`config.mk`:
```
export PLATFORM = sky130hd
export DESIGN_NAME = bus_strobe_seq
export DESIGN_NICKNAME = d
export VERILOG_FILES = /design/src/rtl/bus_seq_pkg.sv /design/src/rtl/mc_timer.sv /design/src/rtl/mc_planner.sv /design/src/rtl/strobe_decode.sv /design/src/rtl/bus_strobe_seq.sv
export SDC_FILE = /design/constraint.sdc
export NUM_CORES = 1
export LEC_CHECK = 0
export ABC_AREA = 1
export CORE_MARGIN = 2
export CORE_UTILIZATION = 48
export CTS_CLUSTER_SIZE = 25
export DETAILED_ROUTE_END_ITERATION = 16
export PLACE_DENSITY = 0.83
export SLEW_MARGIN = 0
export SYNTH_ARGS = -nofsm -noshare
export SYNTH_HDL_FRONTEND = slang
export SYNTH_SLANG_ARGS = --single-unit
export TNS_END_PERCENT = 20
```
`constraint.sdc`:
```
create_clock -name clk -period 4.3 [get_ports clk]
set_input_delay 0.645 -clock clk [delete_from_list [all_inputs] [get_ports clk]]
set_output_delay 0.645 -clock clk [all_outputs]
set_load 0.05 [all_outputs]
```
`src/rtl/bus_seq_pkg.sv`:
```
package bus_seq_pkg;
  typedef enum logic [1:0] {
    SL_INT   = 2'd0,
    SL_FETCH = 2'd1,
    SL_DADDR = 2'd2,
    SL_DSTB  = 2'd3
  } slot_e;
endpackage

```
`src/rtl/mc_timer.sv`:
```
module mc_timer #(
  parameter int MC_LEN = 12,
  localparam int PW = $clog2(MC_LEN)
) (
  input  logic          clk,
  input  logic          rst,
  output logic [PW-1:0] pos_q,
  output logic [PW-1:0] pos_nxt,
  output logic          wrap
);
  localparam logic [PW-1:0] LAST = PW'(MC_LEN - 1);

  assign wrap    = (pos_q == LAST);
  assign pos_nxt = wrap ? '0 : pos_q + 1'b1;

  always_ff @(posedge clk) begin
    if (rst) pos_q <= LAST;
    else     pos_q <= pos_nxt;
  end


  pos_range_chk: assert property (@(posedge clk) disable iff (rst) pos_q <= LAST);
endmodule

```
`src/rtl/mc_planner.sv`:
```
module mc_planner
  import bus_seq_pkg::*;
(
  input  logic       clk,
  input  logic       rst,
  input  logic       wrap,
  input  logic       code_ext,
  input  logic [1:0] acc_op,
  input  logic       acc_wide,
  output slot_e      slot_a_nxt,
  output slot_e      slot_b_nxt,
  output logic       wr_nxt,
  output logic       wide_nxt
);
  slot_e slot_a_q, slot_b_q;
  logic  pend_q, pend_nxt, wr_q, wide_q;
  slot_e code_kind;

  assign code_kind = code_ext ? SL_FETCH : SL_INT;

  always_comb begin
    slot_a_nxt = slot_a_q;
    slot_b_nxt = slot_b_q;
    pend_nxt   = pend_q;
    wr_nxt     = wr_q;
    wide_nxt   = wide_q;
    if (wrap) begin
      if (pend_q) begin
        slot_a_nxt = SL_DSTB;
        slot_b_nxt = code_kind;
        pend_nxt   = 1'b0;
      end else if (acc_op[1]) begin
        slot_a_nxt = code_kind;
        slot_b_nxt = SL_DADDR;
        pend_nxt   = 1'b1;
        wr_nxt     = acc_op[0];
        wide_nxt   = acc_wide;
      end else begin
        slot_a_nxt = code_kind;
        slot_b_nxt = code_kind;
      end
    end
  end

  always_ff @(posedge clk) begin
    if (rst) begin
      slot_a_q <= SL_INT;
      slot_b_q <= SL_INT;
      pend_q   <= 1'b0;
      wr_q     <= 1'b0;
      wide_q   <= 1'b0;
    end else begin
      slot_a_q <= slot_a_nxt;
      slot_b_q <= slot_b_nxt;
      pend_q   <= pend_nxt;
      wr_q     <= wr_nxt;
      wide_q   <= wide_nxt;
    end
  end


  pend_follows_addr_chk: assert property (@(posedge clk) disable iff (rst)
    pend_q |-> (slot_b_q == SL_DADDR));

  no_double_pend_chk: assert property (@(posedge clk) disable iff (rst)
    (pend_q && wrap) |=> !pend_q);
endmodule

```
`src/rtl/strobe_decode.sv`:
```
module strobe_decode
  import bus_seq_pkg::*;
#(
  parameter int STATES = 6,
  parameter int PHASES = 2,
  localparam int MC_LEN = STATES * PHASES,
  localparam int HALF   = MC_LEN / 2,
  localparam int PW     = $clog2(MC_LEN)
) (
  input  logic          clk,
  input  logic          rst,
  input  logic [PW-1:0] pos_nxt,
  input  slot_e         slot_a,
  input  slot_e         slot_b,
  input  logic          wr,
  input  logic          wide,
  input  logic          ale_off,
  output logic          ale_q,
  output logic          psen_q,
  output logic          rd_q,
  output logic          wr_q,
  output logic          lo_oe_q,
  output logic          data_oe_q,
  output logic          hi_sel_q
);
  localparam logic [PW-1:0] HALF_P  = PW'(HALF);
  localparam logic [PW-1:0] PHASE_P = PW'(PHASES);
  localparam logic [PW-1:0] PH_LAST = PW'(PHASES - 1);

  slot_e         cur;
  logic [PW-1:0] loc, st_in_slot, ph;
  logic          first_st, ale_d, psen_d, rd_d, wr_d, lo_d, doe_d, hi_d;

  always_comb begin
    cur        = (pos_nxt < HALF_P) ? slot_a : slot_b;
    loc        = (pos_nxt < HALF_P) ? pos_nxt : pos_nxt - HALF_P;
    st_in_slot = loc / PHASE_P;
    ph         = loc % PHASE_P;
    first_st   = (st_in_slot == '0);
    ale_d  = first_st && (ph == PH_LAST) &&
             ((cur == SL_FETCH) || (cur == SL_DADDR) || ((cur == SL_INT) && !ale_off));
    psen_d = (cur == SL_FETCH) && !first_st;
    rd_d   = (cur == SL_DSTB) && !wr;
    wr_d   = (cur == SL_DSTB) && wr;
    doe_d  = (cur == SL_DSTB) && wr;
    lo_d   = first_st && ((cur == SL_FETCH) || (cur == SL_DADDR));
    case (cur)
      SL_FETCH: hi_d = 1'b1;
      SL_DADDR,
      SL_DSTB:  hi_d = wide;
      default:  hi_d = 1'b0;
    endcase
  end

  always_ff @(posedge clk) begin
    if (rst) begin
      ale_q     <= 1'b0;
      psen_q    <= 1'b0;
      rd_q      <= 1'b0;
      wr_q      <= 1'b0;
      lo_oe_q   <= 1'b0;
      data_oe_q <= 1'b0;
      hi_sel_q  <= 1'b0;
    end else begin
      ale_q     <= ale_d;
      psen_q    <= psen_d;
      rd_q      <= rd_d;
      wr_q      <= wr_d;
      lo_oe_q   <= lo_d;
      data_oe_q <= doe_d;
      hi_sel_q  <= hi_d;
    end
  end


  ale_single_chk: assert property (@(posedge clk) disable iff (rst) ale_q |=> !ale_q);

  psen_vs_strobe_chk: assert property (@(posedge clk) disable iff (rst)
    !(psen_q && (rd_q || wr_q)));

  ale_vs_strobe_chk: assert property (@(posedge clk) disable iff (rst)
    !(ale_q && (rd_q || wr_q)));

  bus_owner_chk: assert property (@(posedge clk) disable iff (rst) !(lo_oe_q && data_oe_q));

  rd_wr_excl_chk: assert property (@(posedge clk) disable iff (rst) !(rd_q && wr_q));
endmodule

```
`src/rtl/bus_strobe_seq.sv`:
```
module bus_strobe_seq
  import bus_seq_pkg::*;
#(
  parameter int           STATES      = 6,
  parameter int           PHASES      = 2,
  parameter int           CFG_AW      = 8,
  parameter int           CFG_DW      = 8,
  parameter logic [7:0]   CTL_ADDR    = 8'hAF,
  parameter int           ALE_OFF_BIT = 0,
  localparam int          MC_LEN      = STATES * PHASES,
  localparam int          PW          = $clog2(MC_LEN)
) (
  input  logic              clk,
  input  logic              rst,
  input  logic              code_ext,
  input  logic [1:0]        acc_op,
  input  logic              acc_wide,
  input  logic              cfg_we,
  input  logic [CFG_AW-1:0] cfg_addr,
  input  logic [CFG_DW-1:0] cfg_wdata,
  output logic              ale,
  output logic              psen,
  output logic              rd_stb,
  output logic              wr_stb,
  output logic              lo_addr_oe,
  output logic              data_oe,
  output logic              hi_addr_sel
);
  localparam logic [CFG_AW-1:0] CTL_A = CFG_AW'(CTL_ADDR);

  logic [PW-1:0] pos_q, pos_nxt;
  logic          wrap, wr_nxt, wide_nxt, ale_off_q;
  slot_e         slot_a_nxt, slot_b_nxt;

  always_ff @(posedge clk) begin
    if (rst)                             ale_off_q <= 1'b0;
    else if (cfg_we && cfg_addr == CTL_A) ale_off_q <= cfg_wdata[ALE_OFF_BIT];
  end

  mc_timer #(.MC_LEN(MC_LEN)) u_timer (
    .clk(clk), .rst(rst), .pos_q(pos_q), .pos_nxt(pos_nxt), .wrap(wrap)
  );

  mc_planner u_plan (
    .clk(clk), .rst(rst), .wrap(wrap), .code_ext(code_ext), .acc_op(acc_op),
    .acc_wide(acc_wide), .slot_a_nxt(slot_a_nxt), .slot_b_nxt(slot_b_nxt),
    .wr_nxt(wr_nxt), .wide_nxt(wide_nxt)
  );

  strobe_decode #(.STATES(STATES), .PHASES(PHASES)) u_dec (
    .clk(clk), .rst(rst), .pos_nxt(pos_nxt), .slot_a(slot_a_nxt), .slot_b(slot_b_nxt),
    .wr(wr_nxt), .wide(wide_nxt), .ale_off(ale_off_q),
    .ale_q(ale), .psen_q(psen), .rd_q(rd_stb), .wr_q(wr_stb),
    .lo_oe_q(lo_addr_oe), .data_oe_q(data_oe), .hi_sel_q(hi_addr_sel)
  );


  psen_needs_fetch_chk: assert property (@(posedge clk) disable iff (rst)
    (psen && !$past(psen)) |-> $past(lo_addr_oe, 2));
endmodule

```
-- Word-level counts from Yosys, hierarchy flattened
Index checks and enable logic that the tools add are counted.
- add/sub/neg operators: 2
- order comparisons: 1
- equal/unequal tests: 5
- multiplexer cells: 18
- reductions and logical operators: 16
- operator list (operator ; number):
    $mux W2 ; 6
    $mux W1 ; 9
    $eq A8 B8 Y1 const B ; 1
    $logic_and A1 B1 Y1 ; 8
    $mux W4 ; 2
    $add A4 B1 Y4 const B ; 1
    $eq A2 B2 Y1 const B ; 2
    $eq A4 B4 Y1 const B ; 1
    $logic_not A4 Y1 ; 1
    $lt A4 B3 Y1 const B ; 1
    $sub A4 B3 Y4 const B ; 1
    $logic_not A1 Y1 ; 3
    $eq A2 B1 Y1 const B ; 1
    $logic_not A2 Y1 ; 1
    $logic_or A1 B1 Y1 ; 2
    $pmux W1 S2 ; 1
    $reduce_or A2 Y1 ; 1
- flip-flop bits (word level): 18
- output and inout bits: 7
- logic and storage cells: 55

-- Longest topological paths before layout
- depth after elaboration: 9
- depth in mapped cells: 14

-- Hierarchy
A second synthesis with hierarchy kept.
- cell total of the unflattened synthesis: 143
- area total of the unflattened synthesis: 982.2 sq um
- by module, submodules not included (module ; instances ; cells an instance ; area each (sq um) ; sequential area each (sq um)):
    strobe_decode ; 1 ; 55 ; 377.9 ; 120.1
    mc_planner ; 1 ; 44 ; 310.3 ; 140.1
    mc_timer ; 1 ; 27 ; 205.2 ; 80.1
    bus_strobe_seq ; 1 ; 17 ; 88.8 ; 20.0

-- Worst setup path before layout
No wires, ideal clock.
- kind: reg-to-reg
- start: reg u_timer.pos_q[0]
- end: reg u_dec.ale_q
- data arrival time: 1800 ps
- data required time: 4185 ps
- setup slack: 2385 ps
- cell stages (with the launch flop): 14
- path buffers: 0
- cell sequence: dfxtp_1 ha_1 nand2_2 nor2_2 nand2_1 nand2_1 nand3_1 nand2_2 inv_1 ha_1 a21oi_1 nor2_1 nand2_1 nor2_1
- cells in the longest elaborated chain, start to end: 8
- elaborated cells between the ends (all ways): 18
- classes of those cells: add/sub (2); order compare (1); eq/ne (3); mux (5); reduce/logical (7)
- RTL lines (what ; line ; source):
    from (decl) ; mc_timer.sv:7 ; output logic [PW-1:0] pos_q,
    from (signal assigned) ; mc_timer.sv:18 ; else pos_q <= pos_nxt;
    $add A4 B1 Y4 / $eq A4 B4 Y1 (equally long branches) ; mc_timer.sv:14, mc_timer.sv:13 ;
    $mux W4 ; mc_timer.sv:14 ; assign pos_nxt = wrap ? '0 : pos_q + 1'b1;
    $lt A4 B3 Y1 ; strobe_decode.sv:35, strobe_decode.sv:36 ;
    $mux W2 ; strobe_decode.sv:35 ; cur = (pos_nxt < HALF_P) ? slot_a : slot_b;
    $eq A2 B1 Y1, or another cell as far along ; strobe_decode.sv:41 ; ((cur == SL_FETCH) || (cur == SL_DADDR) || ((cur == SL_INT) && !ale_off));
    $logic_or A1 B1 Y1 / $logic_and A1 B1 Y1 (equally long branches) ; strobe_decode.sv:41 ;
    $logic_or A1 B1 Y1 ; strobe_decode.sv:41 ;
    $logic_and A1 B1 Y1 (*) ; strobe_decode.sv:40 ; ale_d = first_st && (ph == PH_LAST) &&
    to (signal assigned) ; strobe_decode.sv:65 ; ale_q <= ale_d;
    to (decl) ; strobe_decode.sv:18 ; output logic ale_q,
Every way passes the cells marked *; elsewhere a longest branch is shown, timed or not.
A chain may end at the register's enable or synchronous reset.

-- Worst setup path after layout
Ends and elaborated chain as after synthesis.

==> impl_metrics.json <==
{
  "netlist_area_sq_um": 937,
  "critPathMaxStageDelay_ns": 0.43,
  "hold_class": "flip-flop to flip-flop",
  "stdcell_area_sq_mm": 0.00121,
  "crit_arrival_ns": 2.44,
  "fp.dieW_um": 48.2,
  "yosysTopAreaCell": "dfxtp_1",
  "fin_crit_sh": 0.524,
  "seq_area_sq_um": 360,
  "clkLatencyLatePin_ns": 0.29,
  "initial_core_util": 0.526,
  "core_sq_mm": 0.00178,
  "timing.rr.start": "u_timer.pos_q[0]$_SDFF_PP1_",
  "hold_violations": 0,
  "synth_seq_area_share": 0.385,
  "netlist.area_leader.share": 0.385,
  "hold_path_end": "ale_off_q$_SDFFE_PP0P_",
  "die_y_um": 48.2,
  "synth.avg_cell_area_sq_um": 7.21,
  "fin_tns_setup_ns": 0,
  "synthCells": 130,
  "ir_drop_v": 0.000289,
  "dr.pass1.iters": 4,
  "num_rows": 15,
  "timing.fmax_mhz": 444,
  "fin_crit_ns": 2.25,
  "maxSlewViolCount": 0,
  "ys_ff_latch": 18,
  "first_global_vias": 801,
  "ys.flop_type": "dfxtp_1",
  "fillers": 141,
  "dp_cells": 175,
  "crit_path_frequent_cell": "nand2_1",
  "slowest_stage": "dfxtp_1",
  "hp-start": "ale_off_q$_SDFFE_PP0P_",
  "layout_common_cells": "nand2_1, clkdlybuf4s50_1, dfxtp_1",
  "cts_buffers": 3,
  "path_delay_family": "simple AND/OR/NAND/NOR gates",
  "antenna_cells": 0,
  "power.leakage_nw": 0.548,
  "drcViolationCount": 0,
  "grt_remaining_overflow": 0,
  "ys_warn_count": 0,
  "grt_pass1_wl_um": 3150,
  "cap_viol_max_count": 0,
  "reg2reg_depth": 13,
  "cts.sinks": 18,
  "outcome": "complete, no violations",
  "switching_share": 0.433,
  "cts_tree": "done",
  "drt.antenna.violating_nets": 0,
  "grt_max_degree": 12,
  "tightest_slew_ns": 0.509,
  "vias_per_cell": 4.77,
  "setup_violations": 0,
  "antenna_found_initial": 0,
  "layout.cells.non_filler": 179,
  "rr_endpoint": "u_dec.ale_q$_SDFF_PP0_",
  "cellPowerDensity_mw_per_mm2": 538,
  "dp_hpwl_um": 1470,
  "fp.dieArea_sq_mm": 0.00232,
  "cts.path.max_buffers": 2,
  "slew_headroom": 0.660,
  "rrSetupSlack_ns": 2.05,
  "globalplace.congestion": 0.756,
  "clkPwrFrac": 0.156,
  "area_delta_synth_final_pct": 29.5,
  "cp_cell_sequence": "ha_1 > nand2_2 > nor2_2 > nand2_1 > nand2_1 > nand3_1 > nand2_2 > inv_1 > ha_1 > a21oi_1 > nor2_1 > nand2_1 > nor2_1",
  "wl_um": 1860,
  "first_iter_violations": 11,
  "path_class": "flip-flop to flip-flop",
  "place_area_sq_mm": 0.00118,
  "rsz0062_at_grt": "false",
  "layout-drive-gt1-share": 0.149,
  "ys_types": 24,
  "holdPathStages": 2,
  "cts_root_buf": "clkbuf_4",
  "layout_commonest_cell": "nand2_1",
  "setup.worst_path.start_class": "flip-flop",
  "nNetsFinal": 183,
  "seq_power_share": 0.331,
  "syn_nets": 158,
  "cp_max_fo": 6,
  "synthTopCellsByArea": "dfxtp_1, nand2_1, ha_1",
  "path_clk_slew_ns": 0.09,
  "power_frac_comb": 0.512,
  "postCtsSetupBuffers": 0,
  "finClkSkew_ns": 0.00861,
  "dr_total_vias": 853,
  "p_sw_w": 0.000283,
  "post_drt_wl_per_cell_um": 10.4,
  "intPower_w": 0.000370,
  "grtUsageTotal": 0.193,
  "io_pins": 30,
  "ctsHoldBuffers": 0,
  "h-tree-depth": 1,
  "post_cts_resized": 0,
  "synth-edff-count": 0,
  "multi_input_area_sq_um": 502,
  "synthArstFlopShare": 0,
  "worstSetupEndpointType": "flip-flop",
  "portBuffers": 22,
  "cp_data_required_time_ns": 4.49,
  "path_buf_inv": 1
}
worst max path at each step:
stage | from | endpoint | cells past startpoint
finish | u_timer.pos_q[0]$_SDFF_PP1_ | u_dec.ale_q$_SDFF_PP0_ | 13
global route | u_timer.pos_q[0]$_SDFF_PP1_ | u_dec.ale_q$_SDFF_PP0_ | 13
CTS | u_timer.pos_q[0]$_SDFF_PP1_ | u_dec.ale_q$_SDFF_PP0_ | 13
detailed placement | acc_op[1] | u_dec.ale_q$_SDFF_PP0_ | 12
global placement | acc_op[1] | u_dec.ale_q$_SDFF_PP0_ | 12
floorplan | u_timer.pos_q[0]$_SDFF_PP1_ | u_dec.ale_q$_SDFF_PP0_ | 13
Yosys cell counts (2+ instances only):
master	number
o21ai_1	2
ha_1	5
nand2_1	34
nand2_2	4
nor2_2	4
o21ai_0	2
nor3_1	2
a21oi_1	4
inv_1	14
nor2_1	16
inv_2	3
nand3_1	7
nand4_1	3
dfxtp_1	18
nand3_2	3
tightest hold or removal path, cell delays in order, from the launching register on:
cell     delay [ns]
dfxtp_1        0.31
inv_1          0.06
a21oi_1        0.05
per-layer routing:
metal	GRT usage	up-vias	share of wire
met5	0	-	0
met4	0.0811	0	0.013
met3	0.0222	4	0.030
met2	0.337	18	0.53
met1	0.237	379	0.43
li1	-	452	-
through the flow:
| stage | hold slack, ns | total power (W) | utilization | setup WS (ns) |
|---|---|---|---|---|
| 6_report | 0.463 | 0.000653 | 0.681 | 2.05 |
| 3_5_place_dp | 0.448 | 0.000553 | 0.660 | 1.90 |
| 5_1_grt | 0.482 | 0.000713 | 0.681 | 1.87 |
| 4_1_cts | 0.463 | 0.000660 | 0.681 | 2.04 |
| 2_1_floorplan | 0.429 | 0.000473 | - | 2.38 |
| 3_3_place_gp | 0.440 | 0.000540 | 0.660 | 1.93 |
sequential cells by signal, indices dropped and copies added, names as in the netlist:
name	cells
u_dec.psen_q	1
u_timer.pos_q	4
u_dec.hi_sel_q	1
u_plan.wr_q	1
u_plan.pend_q	1
ale_off_q	1
u_plan.slot_b_q	2
u_plan.slot_a_q	2
u_dec.rd_q	1
u_dec.lo_oe_q	1
u_dec.ale_q	1
u_plan.wide_q	1
u_dec.wr_q	1
cell families after synthesis:
logic type / share of synthesized area
AOI/OAI and AO/OA: 0.0521
adders and majority gates: 0.0668
DFF: 0.385
and+or+nand+nor: 0.417
buffers and inverters: 0.0801
final cells by class:
class                           count  share of cell area
Timing Repair Buffer               22               0.181
Tap cell                           25              0.0258
Inverter                           17              0.0526
Clock buffer                        4              0.0299
Multi-Input combinational cell     93               0.413
Sequential cell                    18               0.297
power groups by stage:
stage / sequential [W] / clock (W) / combinational (W)
after global placement: 0.000218 / 0 / 0.000322
after CTS: 0.000216 / 0.000105 / 0.000339
after floorplan: 0.000254 / 0 / 0.000218
after global routing: 0.000220 / 0.000111 / 0.000382
final: 0.000217 / 0.000102 / 0.000335
after detailed placement: 0.000220 / 0 / 0.000333
Power figures use the tool's default switching activity.
